`src/rtl/qtp_pkg.sv`:
```
`timescale 1ns/1ps
package qtp_pkg;
  localparam int unsigned BYTE_W = 8;
  typedef logic [BYTE_W-1:0] byte_t;
endpackage

```
`src/rtl/qtp_merge.sv`:
```
`timescale 1ns/1ps
module qtp_merge #(
  parameter int unsigned UNIT_BYTES = 4,
  parameter int unsigned WORD_BYTES = 32,
  localparam int unsigned FW = $clog2(WORD_BYTES + 1),
  localparam int unsigned LW = $clog2(UNIT_BYTES + 1)
) (
  input  logic [WORD_BYTES*8-1:0] old_tail,
  input  logic [FW-1:0]           old_fill,
  input  logic [UNIT_BYTES*8-1:0] chunk,
  input  logic [LW-1:0]           clen,
  output logic [WORD_BYTES*8-1:0] full_word,
  output logic [WORD_BYTES*8-1:0] next_tail,
  output logic [FW-1:0]           next_fill,
  output logic                    done
);
  import qtp_pkg::*;

  logic [WORD_BYTES*8-1:0] spill;

  // Append chunk bytes after the current fill; bytes past the word end wrap into spill.
  always_comb begin
    int f;
    int l;
    int tot;
    f = int'(old_fill);
    l = int'(clen);
    tot = f + l;
    done = (tot >= int'(WORD_BYTES));
    full_word = old_tail;
    spill = '0;
    for (int p = 0; p < int'(WORD_BYTES); p++) begin
      for (int u = 0; u < int'(UNIT_BYTES); u++) begin
        if (u < l && p == f + u)
          full_word[p*BYTE_W +: BYTE_W] = chunk[u*BYTE_W +: BYTE_W];
        if (u < l && p + int'(WORD_BYTES) == f + u)
          spill[p*BYTE_W +: BYTE_W] = chunk[u*BYTE_W +: BYTE_W];
      end
    end
    next_tail = done ? spill : full_word;
    next_fill = done ? FW'(tot - int'(WORD_BYTES)) : FW'(tot);
  end
endmodule

```
`src/rtl/qtp_tail_store.sv`:
```
`timescale 1ns/1ps
module qtp_tail_store #(
  parameter int unsigned NUM_Q      = 4,
  parameter int unsigned WORD_BYTES = 32,
  localparam int unsigned QW = $clog2(NUM_Q),
  localparam int unsigned FW = $clog2(WORD_BYTES + 1)
) (
  input  logic                    clk,
  input  logic                    rst_n,
  input  logic                    wr_en,
  input  logic [QW-1:0]           wr_q,
  input  logic [WORD_BYTES*8-1:0] wr_tail,
  input  logic [FW-1:0]           wr_fill,
  input  logic [QW-1:0]           a_q,
  output logic [WORD_BYTES*8-1:0] a_tail,
  output logic [FW-1:0]           a_fill,
  input  logic [QW-1:0]           b_q,
  output logic [WORD_BYTES*8-1:0] b_tail,
  output logic [FW-1:0]           b_fill
);
  logic [WORD_BYTES*8-1:0] tail_r [NUM_Q];
  logic [FW-1:0]           fill_r [NUM_Q];

  for (genvar g = 0; g < NUM_Q; g++) begin : g_q
    always_ff @(posedge clk or negedge rst_n) begin
      if (!rst_n) begin
        tail_r[g] <= '0;
        fill_r[g] <= '0;
      end else if (wr_en && wr_q == QW'(g)) begin
        tail_r[g] <= wr_tail;
        fill_r[g] <= wr_fill;
      end
    end
  end

  assign a_tail = tail_r[a_q];
  assign a_fill = fill_r[a_q];
  assign b_tail = tail_r[b_q];
  assign b_fill = fill_r[b_q];
endmodule

```
`src/rtl/qtp_flush_arb.sv`:
```
`timescale 1ns/1ps
module qtp_flush_arb #(
  parameter int unsigned NUM_Q = 4,
  localparam int unsigned QW = $clog2(NUM_Q)
) (
  input  logic             clk,
  input  logic             rst_n,
  input  logic [NUM_Q-1:0] flush_in,
  input  logic             go,
  output logic [NUM_Q-1:0] pend,
  output logic             any_pend,
  output logic [QW-1:0]    sel_q
);
  logic [NUM_Q-1:0] pend_r;
  logic [NUM_Q-1:0] clr_mask;

  // Lowest-numbered waiting queue wins.
  always_comb begin
    sel_q = '0;
    for (int i = int'(NUM_Q) - 1; i >= 0; i--)
      if (pend_r[i]) sel_q = QW'(i);
  end

  assign clr_mask = go ? (NUM_Q'(1) << sel_q) : '0;

  always_ff @(posedge clk or negedge rst_n) begin
    if (!rst_n) pend_r <= '0;
    else        pend_r <= (pend_r & ~clr_mask) | flush_in;
  end

  assign pend     = pend_r;
  assign any_pend = |pend_r;
endmodule

```
`src/rtl/qtp_out_slot.sv`:
```
`timescale 1ns/1ps
module qtp_out_slot #(
  parameter int unsigned NUM_Q      = 4,
  parameter int unsigned WORD_BYTES = 32,
  localparam int unsigned QW = $clog2(NUM_Q),
  localparam int unsigned FW = $clog2(WORD_BYTES + 1)
) (
  input  logic                    clk,
  input  logic                    rst_n,
  input  logic                    load,
  input  logic [QW-1:0]           ld_qid,
  input  logic [WORD_BYTES*8-1:0] ld_data,
  input  logic [FW-1:0]           ld_len,
  output logic                    free,
  output logic                    out_valid,
  input  logic                    out_ready,
  output logic [QW-1:0]           out_qid,
  output logic [WORD_BYTES*8-1:0] out_data,
  output logic [FW-1:0]           out_len
);
  assign free = !out_valid || out_ready;

  always_ff @(posedge clk or negedge rst_n) begin
    if (!rst_n) begin
      out_valid <= 1'b0;
      out_qid   <= '0;
      out_data  <= '0;
      out_len   <= '0;
    end else if (free) begin
      out_valid <= load;
      if (load) begin
        out_qid  <= ld_qid;
        out_data <= ld_data;
        out_len  <= ld_len;
      end
    end
  end
endmodule

```
`src/rtl/qtail_packer.sv`:
```
`timescale 1ns/1ps
module qtail_packer #(
  parameter int unsigned NUM_Q      = 4,
  parameter int unsigned UNIT_BYTES = 4,
  parameter int unsigned WORD_UNITS = 8,
  localparam int unsigned WORD_BYTES = UNIT_BYTES * WORD_UNITS,
  localparam int unsigned QW = $clog2(NUM_Q),
  localparam int unsigned LW = $clog2(UNIT_BYTES + 1),
  localparam int unsigned FW = $clog2(WORD_BYTES + 1)
) (
  input  logic                    clk,
  input  logic                    rst_n,
  input  logic                    in_valid,
  output logic                    in_ready,
  input  logic [QW-1:0]           in_qid,
  input  logic [UNIT_BYTES*8-1:0] in_data,
  input  logic [LW-1:0]           in_len,
  input  logic [NUM_Q-1:0]        flush,
  output logic                    out_valid,
  input  logic                    out_ready,
  output logic [QW-1:0]           out_qid,
  output logic [WORD_BYTES*8-1:0] out_data,
  output logic [FW-1:0]           out_len
);
  logic                    slot_free;
  logic [NUM_Q-1:0]        flush_pend;
  logic                    any_pend;
  logic [QW-1:0]           fl_q;
  logic                    flush_go;
  logic                    accept;
  logic [LW-1:0]           eff_len;
  logic [WORD_BYTES*8-1:0] a_tail, b_tail, full_word, next_tail;
  logic [FW-1:0]           a_fill, b_fill, next_fill;
  logic                    done;
  logic                    wr_en;
  logic [QW-1:0]           wr_q;
  logic [WORD_BYTES*8-1:0] wr_tail;
  logic [FW-1:0]           wr_fill;
  logic                    load;
  logic [QW-1:0]           ld_qid;
  logic [WORD_BYTES*8-1:0] ld_data;
  logic [FW-1:0]           ld_len;

  // Flushes take the cycle ahead of chunks; both need a free output slot.
  assign flush_go = any_pend && slot_free;
  assign in_ready = slot_free && !any_pend;
  assign accept   = in_valid && in_ready;
  assign eff_len  = (in_len > LW'(UNIT_BYTES)) ? LW'(UNIT_BYTES) : in_len;

  qtp_flush_arb #(.NUM_Q(NUM_Q)) u_arb (
    .clk(clk), .rst_n(rst_n), .flush_in(flush), .go(flush_go),
    .pend(flush_pend), .any_pend(any_pend), .sel_q(fl_q)
  );

  qtp_tail_store #(.NUM_Q(NUM_Q), .WORD_BYTES(WORD_BYTES)) u_store (
    .clk(clk), .rst_n(rst_n),
    .wr_en(wr_en), .wr_q(wr_q), .wr_tail(wr_tail), .wr_fill(wr_fill),
    .a_q(in_qid), .a_tail(a_tail), .a_fill(a_fill),
    .b_q(fl_q), .b_tail(b_tail), .b_fill(b_fill)
  );

  qtp_merge #(.UNIT_BYTES(UNIT_BYTES), .WORD_BYTES(WORD_BYTES)) u_merge (
    .old_tail(a_tail), .old_fill(a_fill), .chunk(in_data), .clen(eff_len),
    .full_word(full_word), .next_tail(next_tail), .next_fill(next_fill), .done(done)
  );

  always_comb begin
    wr_en   = accept || flush_go;
    wr_q    = flush_go ? fl_q : in_qid;
    wr_tail = flush_go ? '0 : next_tail;
    wr_fill = flush_go ? '0 : next_fill;
    load    = (accept && done) || (flush_go && b_fill != '0);
    ld_qid  = flush_go ? fl_q : in_qid;
    ld_data = flush_go ? b_tail : full_word;
    ld_len  = flush_go ? b_fill : FW'(WORD_BYTES);
  end

  qtp_out_slot #(.NUM_Q(NUM_Q), .WORD_BYTES(WORD_BYTES)) u_slot (
    .clk(clk), .rst_n(rst_n), .load(load), .ld_qid(ld_qid),
    .ld_data(ld_data), .ld_len(ld_len), .free(slot_free),
    .out_valid(out_valid), .out_ready(out_ready), .out_qid(out_qid),
    .out_data(out_data), .out_len(out_len)
  );
endmodule

```
`config.mk`:
```
export PLATFORM = sky130hd
export DESIGN_NAME = qtail_packer
export DESIGN_NICKNAME = d
export VERILOG_FILES = /design/src/rtl/qtp_pkg.sv /design/src/rtl/qtp_merge.sv /design/src/rtl/qtp_tail_store.sv /design/src/rtl/qtp_flush_arb.sv /design/src/rtl/qtp_out_slot.sv /design/src/rtl/qtail_packer.sv
export SDC_FILE = /design/constraint.sdc
export NUM_CORES = 2
export LEC_CHECK = 0
export ABC_AREA = 1
export BUFFER_PORTS_ARGS = -buffer_cell sky130_fd_sc_hd__buf_2
export CAP_MARGIN = 20
export CORE_MARGIN = 2
export CORE_UTILIZATION = 25
export CTS_CLUSTER_DIAMETER = 200
export DETAILED_ROUTE_END_ITERATION = 6
export PLACE_DENSITY_LB_ADDON = 0.15
export SLEW_MARGIN = 15
export SYNTH_ARGS = -nofsm -noshare
export SYNTH_HDL_FRONTEND = slang
export SYNTH_SLANG_ARGS = --single-unit
```
`constraint.sdc`:
```
create_clock -name clk -period 3.12 [get_ports clk]
set_input_delay 0.468 -clock clk [delete_from_list [all_inputs] [get_ports clk]]
set_output_delay 0.468 -clock clk [all_outputs]
set_load 0.005 [all_outputs]
```
=== Yosys cells after proc, flatten, opt, wreduce, memory -nomap -nowiden ===
Cells that the tools add are included.

* Register bits after elaboration: 1317
* Logic and storage cells: 846
* Output and inout port bits: 266
* Input bits: 45

* Muxes and demuxes: 281
* $lt $le $gt $ge: 8
* Bitwise logic cells: 5
* $add $sub $neg: 5
* Equal/unequal tests: 255
* Shifts and indexed selects: 1
* Reductions and logical operators: 278

{| class="wikitable"
|+ Operator list
! kind !! count
|-
| $eq A7 B32 Y1 const A || 96
|-
| $mux W8 || 256
|-
| $mux W256 || 7
|-
| $eq A6 B32 Y1 const A || 48
|-
| $bmux W256 S2 || 2
|-
| $eq A5 B32 Y1 const A || 24
|-
| $eq A4 B32 Y1 const A || 12
|-
| $logic_and A1 B1 Y1 || 265
|-
| $eq A3 B32 Y1 const A || 6
|-
| $eq A6 B6 Y1 const A || 32
|-
| $logic_not A32 Y1 || 4
|-
| $eq A2 B32 Y1 const A || 3
|-
| $eq A5 B6 Y1 const A || 16
|-
| $eq A4 B6 Y1 const A || 8
|-
| $mux W6 || 7
|-
| $bmux W6 S2 || 2
|-
| $eq A3 B6 Y1 const A || 4
|-
| $add A6 B2 Y7 const B || 2
|-
| $eq A2 B6 Y1 const A || 2
|-
| $mux W2 || 5
|-
| $add A6 B1 Y7 const B || 1
|-
| $add A6 B3 Y7 || 1
|-
| $ge A7 B6 Y1 const B || 1
|-
| $eq A1 B6 Y1 const A || 1
|-
| other kinds (20) || 28
|}

=== Depth between registers and ports, before layout ===
* Depth after elaboration: 12
* Mapped depth: 24
* Depth with buffers taken out: 21

=== Modules after synthesis ===
A second synthesis with hierarchy kept.

* Cells, all modules: 17695
* Area, all modules: 102709.8 um^2

{| class="wikitable"
|+ By module, submodules not included
! module !! area an instance (um^2) !! cells each !! times used !! seq. area each (um^2)
|-
| qtp_tail_store || 62389.8 || 9642 || 1 || 26225.2
|-
| qtp_merge || 24247.0 || 5467 || 1 || 0.0
|-
| qtp_out_slot || 10395.0 || 1148 || 1 || 6631.4
|-
| qtail_packer || 5482.8 || 1414 || 1 || 0.0
|-
| qtp_flush_arb || 195.2 || 24 || 1 || 100.1
|}

=== Worst setup path before layout ===
OpenSTA, ideal clock, no wires.

* Kind: input-to-reg
* Start point: in in_qid[0]
* End point: reg u_store.tail_r[190] in the netlist's numbering
* Path buffers: 4
* Path slack: 0.107 ns
* Cell stages on the path: 17
* Library setup time: 0.119 ns
* Arrival time: 2.895 ns
* Required time: 3.001 ns
* Path through: buf_6 inv_4 buf_4 nand2_1 nand3_2 nand2_4 ha_1 inv_1 fa_1 o22ai_1 nand2_1 nand2_1 buf_2 clkbuf_1 o2111ai_1 nand4_1 nand2_1

* Word-level cells in the longest chain between the ends: 12
* Elaborated cells on any way between the ends: 41
* Those cells by class: add/sub (4); order compare (1); eq/ne (9); mux (17); bitwise (1); reduce/logical (9)

{| class="wikitable"
|+ RTL lines
! element !! line !! RTL
|-
| start: declaration || qtail_packer.sv:15 || <nowiki>input logic [QW-1:0] in_qid,</nowiki>
|-
| $not A2 Y3 (not written as such) || qtp_tail_store.sv:36, qtp_tail_store.sv:37 ||
|-
| $bmux W6 S2 || qtp_tail_store.sv:37 || <nowiki>assign a_fill = fill_r[a_q];</nowiki>
|-
| $mux W6 (not written as such) (2 in a row) || qtp_tail_store.sv:37 ||
|-
| $add A6 B1 Y7 (tied with other cells) || qtp_merge.sv:34, qtp_merge.sv:36 ||
|-
| $eq A6 B32 Y1 (tied with other cells) || qtp_merge.sv:34 || <nowiki>if (u < l && p == f + u)</nowiki>
|-
| $logic_and A1 B1 Y1 (tied with other cells) || qtp_merge.sv:34 ||
|-
| $mux W8 (on tied branches) (3 in a row) || qtp_merge.sv:34, qtp_merge.sv:36 ||
|-
| $mux W256 || qtp_merge.sv:40 || <nowiki>next_tail = done ? spill : full_word;</nowiki>
|-
| $mux W256 || qtail_packer.sv:70 || <nowiki>wr_tail = flush_go ? '0 : next_tail;</nowiki>
|-
| end signal: indexed assignment || qtp_tail_store.sv:30 || <nowiki>tail_r[g] <= wr_tail;</nowiki>
|-
| end: declaration || qtp_tail_store.sv:21 || <nowiki>logic [WORD_BYTES*8-1:0] tail_r [NUM_Q];</nowiki>
|}

Several ways; a longest one is shown, not always the timed one. The select of a mux whose other input is x is not followed.
A chain may end at the register's enable or synchronous reset.

=== Worst setup path in the final report ===
* Start point: reg u_store.fill_r[7] in the netlist's numbering
* End point: reg u_store.tail_r[608] in the netlist's numbering

* Word-level cells in the longest chain between the ends: 11
* Elaborated cells on any way between the ends: 34
* Those cells by class: add/sub (4); order compare (1); eq/ne (8); mux (13); reduce/logical (8)

{| class="wikitable"
|+ RTL lines
! element !! line !! RTL
|-
| start: declaration || qtp_tail_store.sv:22 || <nowiki>logic [FW-1:0] fill_r [NUM_Q];</nowiki>
|-
| start signal: indexed assignment || qtp_tail_store.sv:31 || <nowiki>fill_r[g] <= wr_fill;</nowiki>
|-
| $bmux W6 S2 * || qtp_tail_store.sv:37 ||
|-
| $mux W6 (not written as such) * (2 in a row) || qtp_tail_store.sv:37 ||
|-
| $add A6 B1 Y7 (tied with other cells) || qtp_merge.sv:34, qtp_merge.sv:36 ||
|-
| $eq A5 B32 Y1 (tied with other cells) || qtp_merge.sv:34 ||
|-
| $logic_and A1 B1 Y1 (tied with other cells) || qtp_merge.sv:34 ||
|-
| $mux W8 (on tied branches) (3 in a row) || qtp_merge.sv:34, qtp_merge.sv:36 ||
|-
| $mux W256 * || qtp_merge.sv:40 ||
|-
| $mux W256 * || qtail_packer.sv:70 ||
|}

Mark *: on every way between the ends. The rest lies on a longest branch, timed or not. The select of a mux whose other input is x is not followed.

==> metrics.csv <==
metric,value,unit
status,"finished, final reports clean",
whs,179.6,ps
setup_viol,0,
drt_iter0_drc,16700,
yosys_most_used_dff,dfrtp_1,
grt_pass1_vias,105300,
worst_slack,40.71,ps
regArea,32960,µm²
grt_pass1_wl,817300,µm
nFillCells,40080,
clkSlewWorstSetupHoldPaths,60,ps
area_growth,29.26,%
wirelength,587900,µm
avgSynthCellArea,6.401,µm²
globalplace.congestion,0.9600,
antenna_found_initial,50,
ir_drop,0.0005471,V
synth.yosys.warnings,0,
p_total,107.3,mW
r2r_start,u_store.fill_r[7]$_DFFE_PN0P_,
synth_top_area_cell,dfrtp_1,
io_buffer_count,310,
hpwl,373200,µm
multi_input_area,53670,µm²
required,3980,ps
place_ws,-600.9,ps
timing.final.crit_share,98.70,%
cp_max_fo,8,
start_kind,register,
async_reset_ff_share,100.0,%
h-tree-depth,4,
cts_sinks,1317,
num_vias,113700,
final_nets,15170,
avgViaCountPerCell,5.655,
netlist_top_cells_area,"dfrtp_1 (36%), nand2_1 (17%), o21ai_0 (9.8%), nand3_1 (9.5%), nor2_1 (6.7%)",
cp.arrival,3940,ps
grt_max_degree,180,
powerDensity,903.8,nW/µm²
finalNonFillerCells,20110,
fin_skew,50.40,ps
gr-total-overflow,0,
ff2ff_path_depth,19,
rsz0062_at_grt,true,
maxSlewHeadroom,10.87,%
die_w,610.0,µm
period_needed,3079,ps
synth_most_common_cell,nand2_1,
hp-class,in2async,
seq_area_frac_synth,35.90,%
stdcell_area,118700,µm²
slew_violations,0,
worst-setup-path-type,reg2reg,
clk_latency,950,ps
cts_root_buf,clkbuf_16,
drive_gt1_share,17.55,%
synth.ff_latch_count,1317,
cts_buffers,179,
die_area,372100,µm²
start_util,25.12,%
cp-startpoint,u_store.fill_r[7]$_DFFE_PN0P_,
synthesis.area,91810,µm²
post_dp_cell_area,110000,µm²
coreArea,365500,µm²
antenna_left,0,
synthTopCellsByCount,"nand2_1 (4233), o21ai_0 (1796), nand3_1 (1746), nor2_1 (1638), dfrtp_1 (1317)",
synth-edff-count,0,
postSynthCellCount,14340,
hold_viol,0,
dp_cells,19700,
die_h,610.0,µm
power.leakage,57.49,nW
synth_top_area_share,35.90,%
grt_usage,30.18,%
ios,311,
end_kind,register,
ys_types,47,
cts_tree,built,
worst_pin_slew,1337,ps
drc_errors,0,
wl_per_cell,29.24,µm
rows,222,
syn-num-nets,14390,
dr.pass1.iters,7,
max_clock_freq,0.3248,GHz
cts_buffer_depth,4,
maxCapViolCount,0,
==> stage by stage <==
| stage | util, % | setup TNS (ps) |
|---|---|---|
| floorplan | - | 0 |
| global placement | 30.10 | -346300 |
| detailed placement | 30.10 | -329440 |
| CTS | 31.94 | -1.219 |
| global route | 32.46 | -463.7 |
| finish | 32.47 | 0 |
==> placed cells by master, fill, tap and decap left out, drive strengths merged <==
cell type / count
clkinv: 45
nand3b: 5
o21ai: 2069
buf: 1777
o22ai: 382
o211ai: 178
or2: 1
dlygate4sd3: 8
o21a: 4
dfrtp: 1317
inv: 450
fa: 1
xor2: 2
clkbuf: 272
o2bb2ai: 1
o21bai: 3
nand4: 619
clkinvlp: 8
bufinv: 17
o2111ai: 7
and3: 1
nor2: 1714
nor3: 17
a31oi: 25
nand2: 4310
a21oi: 204
ha: 4
o221ai: 48
a22o: 2
diode: 29
nand3: 1773
==> timing repair <==
| item | in CTS | in global routing |
|---|---|---|
| gates cloned | 2 | 13 |
| gates resized for setup | 82 | 326 |
| hold endpoints to repair | 52 | 0 |
| hold buffers | 8 | 0 |
| setup endpoints to repair | 758 | 1274 |
| buffers inserted | 13 | 29 |
| pin swaps | 15 | 77 |
==> worst max-delay path, cell delays in order, from the launching register on <==
cell and delay [ps]:
dfrtp_1 380, buf_4 130, nand2_1 70, nand3_2 90
nand2_4 90, buf_6 150, nand2_4 120, buf_4 190
nor2_2 180, buf_4 230, inv_1 160, nor2_1 140
buf_4 200, nand2_1 60, nand3_1 120, o21ai_1 80
a21oi_1 230, buf_4 180, nand3_1 80, nand2_1 80
==> layer usage <==
layer	part of all wire [%]	track usage, %	wire (µm)
met1	41	40.52	240700
met2	43	45.57	253700
met3	9.8	5.418	57500
met4	6.1	16.86	35920
met5	0.010	0	59
==> sequential cells by signal, summed over array words and instances (netlist names) <==
| signal | cells |
|---|---|
| u_store.tail_r | 1024 |
| u_slot.out_data | 256 |
| u_store.fill_r | 24 |
| u_slot.out_len | 6 |
| u_arb.pend | 4 |
| u_slot.out_qid | 2 |
| u_slot.out_valid | 1 |
==> area by class of cell <==
cell class                 count  share of cell area [%]
timing repair buffer        1797                   15.13
sequential                  1317                   27.77
clock buffer                 260                   4.386
clock inverter                61                  0.7696
tap                         4816                   5.078
inverter                     459                   1.578
antenna                       29                 0.06115
multi-input combinational  11370                   45.22
==> report_power, final <==
group | switching [mW] | internal (mW) | total (mW)
sequential | 6.00 | 24.9 | 30.9
clock | 9.15 | 13.0 | 22.2
combinational | 35.2 | 19.0 | 54.2
==> worst paths after layout <==
check / endpoint / slack (ps)
max: u_store.tail_r[608]$_DFFE_PN0P_ / 40
min: u_store.tail_r[938]$_DFFE_PN0P_ / 180
max reg2reg: u_store.tail_r[608]$_DFFE_PN0P_ / 40
min reg2reg: u_slot.out_data[205]$_DFFE_PN0P_ / 470
max in group asynchronous: u_slot.out_data[82]$_DFFE_PN0P_ / 1880
min in group clk: u_slot.out_data[151]$_DFFE_PN0P_ / 190
==> logic make-up after synthesis <==
| logic type | count (synthesis) | synth area share [%] |
|---|---|---|
| adder cells (fa/ha/maj) | 5 | 0.07632 |
| flip-flops | 1317 | 35.90 |
| buffers and inverters | 1656 | 7.127 |
| AND/OR/NAND/NOR | 8440 | 39.54 |
| XOR/XNOR | 2 | 0.01908 |
| AO/OA/AOI/OAI | 2923 | 17.34 |
No activity file was read; power rests on OpenSTA's default activity.
